## src/rtl/dp_arb_pkg.sv

```systemverilog
package dp_arb_pkg;

    typedef enum logic [1:0] {
        WIN_NONE  = 2'd0,
        WIN_LEFT  = 2'd1,
        WIN_RIGHT = 2'd2
    } win_e;

    localparam int NUM_PORTS = 2;
    localparam int P_LEFT    = 0;
    localparam int P_RIGHT   = 1;

    typedef struct packed {
        logic sel;    // port selected this cycle
        logic fresh;  // access began this cycle
        logic wr;     // selected with write strobe active
    } port_stat_t;

    // Older access wins; equal age goes to the left port.
    function automatic win_e pick_winner(input logic l_fresh, input logic r_fresh);
        if (l_fresh && !r_fresh)
            return WIN_RIGHT;
        return WIN_LEFT;
    endfunction

endpackage

```

## src/rtl/dp_port_track.sv

```systemverilog
module dp_port_track
    import dp_arb_pkg::*;
#(
    parameter int ADDR_W = 11
) (
    input  logic              clk,
    input  logic              rst,
    input  logic              sel_n,
    input  logic [ADDR_W-1:0] addr,
    input  logic              wstb_n,
    output port_stat_t        stat
);
    logic              prev_sel;
    logic [ADDR_W-1:0] prev_addr;

    always_ff @(posedge clk) begin
        if (rst) begin
            prev_sel  <= 1'b0;
            prev_addr <= '0;
        end else begin
            prev_sel  <= ~sel_n;
            prev_addr <= addr;
        end
    end

    always_comb begin
        stat.sel   = ~sel_n;
        stat.fresh = ~sel_n & (~prev_sel | (prev_addr != addr));
        stat.wr    = ~sel_n & ~wstb_n;
    end
endmodule

```

## src/rtl/dp_winner_sel.sv

```systemverilog
module dp_winner_sel
    import dp_arb_pkg::*;
(
    input  logic clk,
    input  logic rst,
    input  logic conflict,
    input  logic l_fresh,
    input  logic r_fresh,
    output win_e win_now
);
    win_e win_q;

    always_comb begin
        if (!conflict)
            win_now = WIN_NONE;
        else if (win_q != WIN_NONE)
            win_now = win_q;
        else
            win_now = pick_winner(l_fresh, r_fresh);
    end

    always_ff @(posedge clk) begin
        if (rst)
            win_q <= WIN_NONE;
        else
            win_q <= win_now;
    end
endmodule

```

## src/rtl/dp_wr_gate.sv

```systemverilog
module dp_wr_gate
    import dp_arb_pkg::*;
(
    input  logic       follower_mode,
    input  logic       busy_int,
    input  logic       busy_in_n,
    input  port_stat_t stat,
    output logic       inhibit,
    output logic       wr_go
);
    always_comb begin
        inhibit = follower_mode ? ~busy_in_n : busy_int;
        wr_go   = stat.wr & ~inhibit;
    end
endmodule

```

## src/rtl/dp_contend_arb.sv

```systemverilog
module dp_contend_arb
    import dp_arb_pkg::*;
#(
    parameter int ADDR_W = 11
) (
    input  logic              clk,
    input  logic              rst,
    input  logic              follower_mode,
    input  logic              l_sel_n,
    input  logic [ADDR_W-1:0] l_addr,
    input  logic              l_wstb_n,
    input  logic              r_sel_n,
    input  logic [ADDR_W-1:0] r_addr,
    input  logic              r_wstb_n,
    input  logic              l_busy_in_n,
    input  logic              r_busy_in_n,
    output logic              l_busy_n,
    output logic              r_busy_n,
    output logic              l_wr_inhibit,
    output logic              r_wr_inhibit,
    output logic              l_wr_go,
    output logic              r_wr_go
);
    logic [NUM_PORTS-1:0]             sel_n_v;
    logic [NUM_PORTS-1:0]             wstb_n_v;
    logic [NUM_PORTS-1:0]             busy_in_n_v;
    logic [NUM_PORTS-1:0][ADDR_W-1:0] addr_v;
    logic [NUM_PORTS-1:0]             busy_int;
    logic [NUM_PORTS-1:0]             inhibit_v;
    logic [NUM_PORTS-1:0]             go_v;
    port_stat_t                       stat [NUM_PORTS];
    logic                             conflict;
    win_e                             win_now;

    assign sel_n_v     = {r_sel_n, l_sel_n};
    assign wstb_n_v    = {r_wstb_n, l_wstb_n};
    assign busy_in_n_v = {r_busy_in_n, l_busy_in_n};
    assign addr_v      = {r_addr, l_addr};

    for (genvar p = 0; p < NUM_PORTS; p++) begin : g_port
        dp_port_track #(.ADDR_W(ADDR_W)) u_track (
            .clk    (clk),
            .rst    (rst),
            .sel_n  (sel_n_v[p]),
            .addr   (addr_v[p]),
            .wstb_n (wstb_n_v[p]),
            .stat   (stat[p])
        );

        dp_wr_gate u_gate (
            .follower_mode (follower_mode),
            .busy_int      (busy_int[p]),
            .busy_in_n     (busy_in_n_v[p]),
            .stat          (stat[p]),
            .inhibit       (inhibit_v[p]),
            .wr_go         (go_v[p])
        );
    end

    // Arbitration uses select and address only; write strobes are not looked at.
    assign conflict = ~rst & ~follower_mode
                    & stat[P_LEFT].sel & stat[P_RIGHT].sel
                    & (addr_v[P_LEFT] == addr_v[P_RIGHT]);

    dp_winner_sel u_win (
        .clk      (clk),
        .rst      (rst),
        .conflict (conflict),
        .l_fresh  (stat[P_LEFT].fresh),
        .r_fresh  (stat[P_RIGHT].fresh),
        .win_now  (win_now)
    );

    assign busy_int[P_LEFT]  = (win_now == WIN_RIGHT);
    assign busy_int[P_RIGHT] = (win_now == WIN_LEFT);

    assign l_busy_n     = ~busy_int[P_LEFT];
    assign r_busy_n     = ~busy_int[P_RIGHT];
    assign l_wr_inhibit = inhibit_v[P_LEFT];
    assign r_wr_inhibit = inhibit_v[P_RIGHT];
    assign l_wr_go      = go_v[P_LEFT];
    assign r_wr_go      = go_v[P_RIGHT];
endmodule

```

## config.mk

```make
export PLATFORM = sky130hd
export DESIGN_NAME = dp_contend_arb
export DESIGN_NICKNAME = d
export VERILOG_FILES = /design/src/rtl/dp_arb_pkg.sv /design/src/rtl/dp_port_track.sv /design/src/rtl/dp_winner_sel.sv /design/src/rtl/dp_wr_gate.sv /design/src/rtl/dp_contend_arb.sv
export SDC_FILE = /design/constraint.sdc
export NUM_CORES = 1
export LEC_CHECK = 0
export ABC_AREA = 1
export BUFFER_PORTS_ARGS = -buffer_cell sky130_fd_sc_hd__buf_2
export CAP_MARGIN = 10
export CORE_AREA = 5 5 60 62
export CTS_CLUSTER_DIAMETER = 40
export CTS_CLUSTER_SIZE = 16
export DETAILED_ROUTE_END_ITERATION = 8
export DIE_AREA = 0 0 65 67
export PLACE_DENSITY = 0.69
export SLEW_MARGIN = 20
export SYNTH_ARGS = -nofsm -noshare
export SYNTH_HDL_FRONTEND = slang
export SYNTH_SLANG_ARGS = --single-unit
```

## constraint.sdc

```tcl
create_clock -name clk -period 1.3 [get_ports clk]
set_clock_uncertainty 0.1 [all_clocks]
set_input_delay 0.26 -clock clk [delete_from_list [all_inputs] [get_ports clk]]
set_output_delay 0.26 -clock clk [all_outputs]
set_load 0.03 [all_outputs]
```

# Word level (Yosys, flattened, before mapping)
# Cells that the tools add are included.
[op_classes]
bitwise_logic = 26
n_mux = 9
eq_ne = 5
n_reduce_logical = 3
[op_table]
columns = ["cell", "n"]
rows = [
  ["$ne 11x11->1", 2],
  ["$not 1->1", 14],
  ["$eq 11x11->1", 1],
  ["$and 1x1->1", 10],
  ["$mux 2", 4],
  ["$mux 1", 5],
  ["$eq 2x1->1 const B", 1],
  ["$eq 2x2->1 const B", 1],
  ["$or 1x1->1", 2],
  ["$reduce_bool 2->1", 1],
  ["$logic_and 1x1->1", 1],
  ["$logic_not 1->1", 1],
]
[word_totals]
reg_bits = 26
out_inout_bits = 6
word_cells = 48
input_bits = 31

# Longest topological paths before layout
[logic_depth]
depth_word = 15
ltp_mapped = 12
depth_no_buf = 12

# Hierarchy
# Synthesis repeated with hierarchy kept, for this count alone.
[hier_totals]
hier_cells = 246
hier_area_um2 = 1443.9
[modules_own_cells]
columns = ["mod", "seq_area_each_um2", "n_inst", "cells_each", "area_per_inst_um2"]
rows = [
  ["dp_port_track", 240.2, 2, 80, 518.0],
  ["dp_contend_arb", 0.0, 1, 56, 241.5],
  ["dp_winner_sel", 40.0, 1, 16, 98.8],
  ["dp_wr_gate", 0.0, 2, 7, 33.8],
]

# Worst setup path before layout
# OpenSTA, ideal clock, no wires.
[synth_path]
path_type = "input port to output port"
startpoint = "input port r_addr[1]"
endpoint = "output port l_wr_go"
path_buffers = 0
slack_ns = -0.734
path_stages = 11
arrival_time_ns = 1.674
required_time_ns = 0.940
path_cell_list = "inv_1 or2_1 nand2_1 nor2_1 nand3_1 nand2_1 nand2_1 nand2_1 nand3_2 nand2_2 nor2_1"
[synth_between]
elab_chain_len = 15
elab_cells_between_ends = 17
cone_classes = "eq/ne: 3; mux: 7; bitwise: 5; reduce/logical: 2"
[synth_rtl]
columns = ["element", "line", "rtl"]
rows = [
  ["from (decl)", "dp_contend_arb.sv:13", "input logic [ADDR_W-1:0] r_addr,"],
  ["$ne 11x11->1", "dp_port_track.sv:28", "stat.fresh = ~sel_n & (~prev_sel | (prev_addr != addr));"],
  ["$or 1x1->1", "dp_port_track.sv:28", ""],
  ["$and 1x1->1", "dp_port_track.sv:28", ""],
  ["$logic_not 1->1", "dp_arb_pkg.sv:21", "if (l_fresh && !r_fresh)"],
  ["$logic_and 1x1->1", "dp_arb_pkg.sv:21", ""],
  ["$mux 1", "dp_arb_pkg.sv:21", ""],
  ["$mux 1", "dp_winner_sel.sv:16", "else if (win_q != WIN_NONE)"],
  ["$mux 1", "dp_winner_sel.sv:14", "if (!conflict)"],
  ["$mux 2", "dp_arb_pkg.sv:23", "return WIN_LEFT;"],
  ["$mux 2", "dp_winner_sel.sv:16", ""],
  ["$mux 2 (*)", "dp_winner_sel.sv:14", ""],
  ["$eq 2x2->1 (*)", "dp_contend_arb.sv:74", "assign busy_int[P_LEFT] = (win_now == WIN_RIGHT);"],
  ["$mux 1 (*)", "dp_wr_gate.sv:12", "inhibit = follower_mode ? ~busy_in_n : busy_int;"],
  ["named net l_wr_inhibit", "dp_contend_arb.sv:19", "output logic l_wr_inhibit,"],
  ["$not 1->1 (*)", "dp_wr_gate.sv:13", "wr_go = stat.wr & ~inhibit;"],
  ["$and 1x1->1 (*)", "dp_wr_gate.sv:13", ""],
  ["to (decl)", "dp_contend_arb.sv:21", "output logic l_wr_go,"],
]
# The timed path passes the listed nets; every way through them passes the cells marked *. The select of a mux whose other input is x is not followed.

# Worst setup path after layout
[layout_path]
startpoint = "register g_port[0].u_track.prev_addr[4]"
endpoint = "output port l_wr_go"
[layout_between]
elab_chain_len = 14
[layout_rtl]
columns = ["element", "line", "rtl"]
rows = [
  ["from (decl)", "dp_port_track.sv:14", "logic [ADDR_W-1:0] prev_addr;"],
  ["from (signal assigned)", "dp_port_track.sv:22", "prev_addr <= addr;"],
  ["$ne 11x11->1", "dp_port_track.sv:28", ""],
  ["$or 1x1->1", "dp_port_track.sv:28", ""],
  ["$and 1x1->1", "dp_port_track.sv:28", ""],
  ["$logic_and 1x1->1", "dp_arb_pkg.sv:21", ""],
  ["$mux 1", "dp_arb_pkg.sv:21", ""],
  ["$mux 1", "dp_winner_sel.sv:16", ""],
  ["$mux 1", "dp_winner_sel.sv:14", ""],
  ["$mux 2", "dp_arb_pkg.sv:23", ""],
  ["$mux 2", "dp_winner_sel.sv:16", ""],
  ["$mux 2", "dp_winner_sel.sv:14", ""],
  ["$eq 2x2->1", "dp_contend_arb.sv:74", ""],
  ["$mux 1", "dp_wr_gate.sv:12", ""],
  ["$not 1->1", "dp_wr_gate.sv:13", ""],
  ["$and 1x1->1", "dp_wr_gate.sv:13", ""],
]
# Every way passes these cells. The select of a mux whose other input is x is not followed.

==> qor.csv <==
metric,value,unit
status,"finished, violations left",
failing checks,negative setup slack,
vias in the first global route,1190,
root buf cell,clkbuf_4,
Worst-Skew Late Latency,0.32,ns
kind of critical path,register to output port,
min-delay worst type,input pin to register,
M1 WL,1327,um
Place WS,-0.6726,ns
switching power,436.0,uW
placed cell areas,1790,um^2
Final GP Congestion,0.8140,
count of antenna-violating nets left after detailed routing,0,
CTS tree,built,
# setup viols final,8,
GRT Total Usage,14.54,%
mapped cell area,1309,um^2
# H-tree levels,1,
Finished Layout Cells,296,
peak supply drop,436.9,uV
synthesis-stage register bit count,26,
DR pass1 iterations,4,
CP max FO,3,
final core utilization,64.03,%
final critical-path setup slack,-0.7870,ns
drc violations,0,
via/cell ratio,4.429,
Mapped Nets,231,
Die Ht,67,um
Final Hold Fails,0,
DPL Wire Length,2384,um
met3 routed WL,153,um
CTS sink count,26,
routed length on met2,1449,um
Critical Path Source Type,register,
share of cells above drive strength 1,39.54,%
Core ar.,2978,um^2
register area share after synthesis,39.77,%
Hold Path Sink,g_port[0].u_track.prev_addr[0]$_SDFF_PP0_,
final instance area,1907,um^2
Reg power frac,52.7,%
Port Buffers,36,
IO Pins,37,
initial antenna violation count,0,
max-slew violations,0,
Synth area leader,dfxtp_1,
"top cells by area, synth","dfxtp_1, nand2_1, inv_1, nor2_1, xnor2_1",
required time worst endpoint,0.94,ns
warnings from Yosys,0,
Layout Nets,295,
Total Neg Setup Slack,-4.541,ns
Hold WS,0.05696,ns
largest net degree at the start of global routing,24,
Num CTS Buffers,3,
Worst R2R Start,g_port[0].u_track.prev_addr[4]$_SDFF_PP0_,
Sw Share,26.85,%
Max Fclk,479.2,MHz
CTS max path bufs,2,
Worst Hold Depth,3,
Leakage,0.9767,nW
DR top layer,met4,
first-pass GRT wire length,4981,um
PD cells,851.7,nW/um^2
WL final,2942,um
max cap viols,0,
crit path capture type,output port,
Clk pwr share,24.6,%
worst reg-to-reg setup slack,-0.22,ns
Worst R2R Path Depth,12,
RSZ-0062 raised after global routing,true,
number of DRC markers in iteration 0,28,
Wirelength per Cell,9.939,um
antenna cells,0,
# rows,20,
area grow syn2layout,45.70,%
Cells after Synth,200,
Die X,65,um
hold_buf cts,0,
routed via count,1311,
Rel. slew slack,79.37,%
min-delay src,l_addr[0],
logic gate share of total power,22.7,%
capturing point of the worst reg2reg path,u_win.win_q[0]$_SDFF_PP0_,
CP arrival,1.73,ns
worst slew pin tran,0.3076,ns
Die ar.,4355,um^2
placed insts,291,
syn avg cell area,6.544,um^2
global route overflow,0,
minimum clock period,2.087,ns
Power Total,1.624,mW
Internal,1.188,mW
share of the synthesized area in the top cell type,39.77,%
Yosys cell types,24,
clk slew on worst S/H paths,0.14,ns
Initial Util,43.95,%
crit share post-route,160.5,%
[critical path, cell delays in order (launching register included)]
cell	delay [ns]
dfxtp_2	0.35
inv_1	0.03
nand2_1	0.04
nand2_1	0.04
nor2_1	0.12
nand2_1	0.08
nor2_2	0.11
a21oi_2	0.07
nand2_2	0.13
nand2_2	0.09
nand3_4	0.09
nand2_8	0.06
nor2_4	0.08
buf_6	0.13
[worst max-delay path by stage]
stage                                         startpoint  slack [ns]           end  depth (start not counted)
6_report       g_port[0].u_track.prev_addr[4]$_SDFF_PP0_       -0.79       l_wr_go                         13
5_1_grt        g_port[0].u_track.prev_addr[4]$_SDFF_PP0_       -0.94       l_wr_go                         13
4_1_cts        g_port[0].u_track.prev_addr[4]$_SDFF_PP0_       -0.86       l_wr_go                         13
3_5_place_dp                                   l_addr[3]       -0.67  r_wr_inhibit                         10
3_3_place_gp                                   l_addr[3]       -0.64       r_wr_go                         11
2_1_floorplan  g_port[0].u_track.prev_addr[7]$_SDFF_PP0_       -0.43       l_wr_go                         12
[cells by family (layout without fill, tap and decap cells)]
kind of cell | count (synthesis) | after routing | synth area share (%)
xor+xnor | 10 | 10 | 6.693
flops | 26 | 26 | 39.77
buf+inv | 44 | 107 | 12.62
simple gates | 111 | 111 | 36.90
compound gates | 9 | 9 | 4.015
[sequential cells by signal, summed over array words and instances (netlist names)]
name                      cells
g_port.u_track.prev_addr     22
g_port.u_track.prev_sel       2
u_win.win_q                   2
[final cells by class]
cell class              count  area [um^2]
flip-flops and latches     26        530.5
clock buffers               4        36.28
well taps                  33        41.29
multi-input cells         130        718.2
repair buffers             61        402.9
fillers                   284         1071
inverters                  42        177.7
[layer usage]
layer | vias up | global-route usage [%]
li1 | 716 | -
met5 | - | 0
met3 | 2 | 3.035
met2 | 23 | 26.05
met1 | 570 | 17.77
met4 | 0 | 3.166
[synth_stat cells]
master and count:
a211oi_1 1, a21oi_1 2, and2_1 1, clkbuf_1 2, dfxtp_1 26, inv_1 35, inv_2 7, nand2_1 55
nand2_2 2, nand3_1 1, nand3_2 3, nand3b_1 1, nand4_1 4, nor2_1 35, nor2_2 1, nor2_4 1
nor3_1 2, nor4_1 1, o21ai_1 2, o22ai_1 4, or2_1 2, or2_2 2, xnor2_1 7, xor2_1 3
[placed cells by master, fill, tap and decap left out, types with 2 or more instances in the layout]
cell,n
inv_1,31
buf_2,31
nand2_2,3
or2_2,2
buf_4,24
xnor2_1,7
xor2_1,3
o22ai_1,4
buf_6,6
nand3_4,2
nand2_8,2
nor2_4,3
nand4_1,4
clkbuf_4,3
o21ai_1,2
inv_2,8
dfxtp_2,8
nor2_2,4
nor2_1,30
nand2_1,51
or2_1,2
dfxtp_1,18
[power by group through the flow]
stage	clock network (mW)	registers, mW	logic, mW
2_1_floorplan	0	0.868	0.190
4_1_cts	0.414	0.855	0.361
6_report	0.400	0.856	0.368
5_1_grt	0.453	0.862	0.412
3_3_place_gp	0	0.870	0.345
3_5_place_dp	0	0.871	0.348
[what timing repair did]
item,4_1_cts,5_1_grt
endpoints found under the setup margin,8,8
pin swaps,12,10
setup buffers,1,0
gates resized for setup,12,17
gates cloned,0,0
Power figures use the tool's default switching activity.
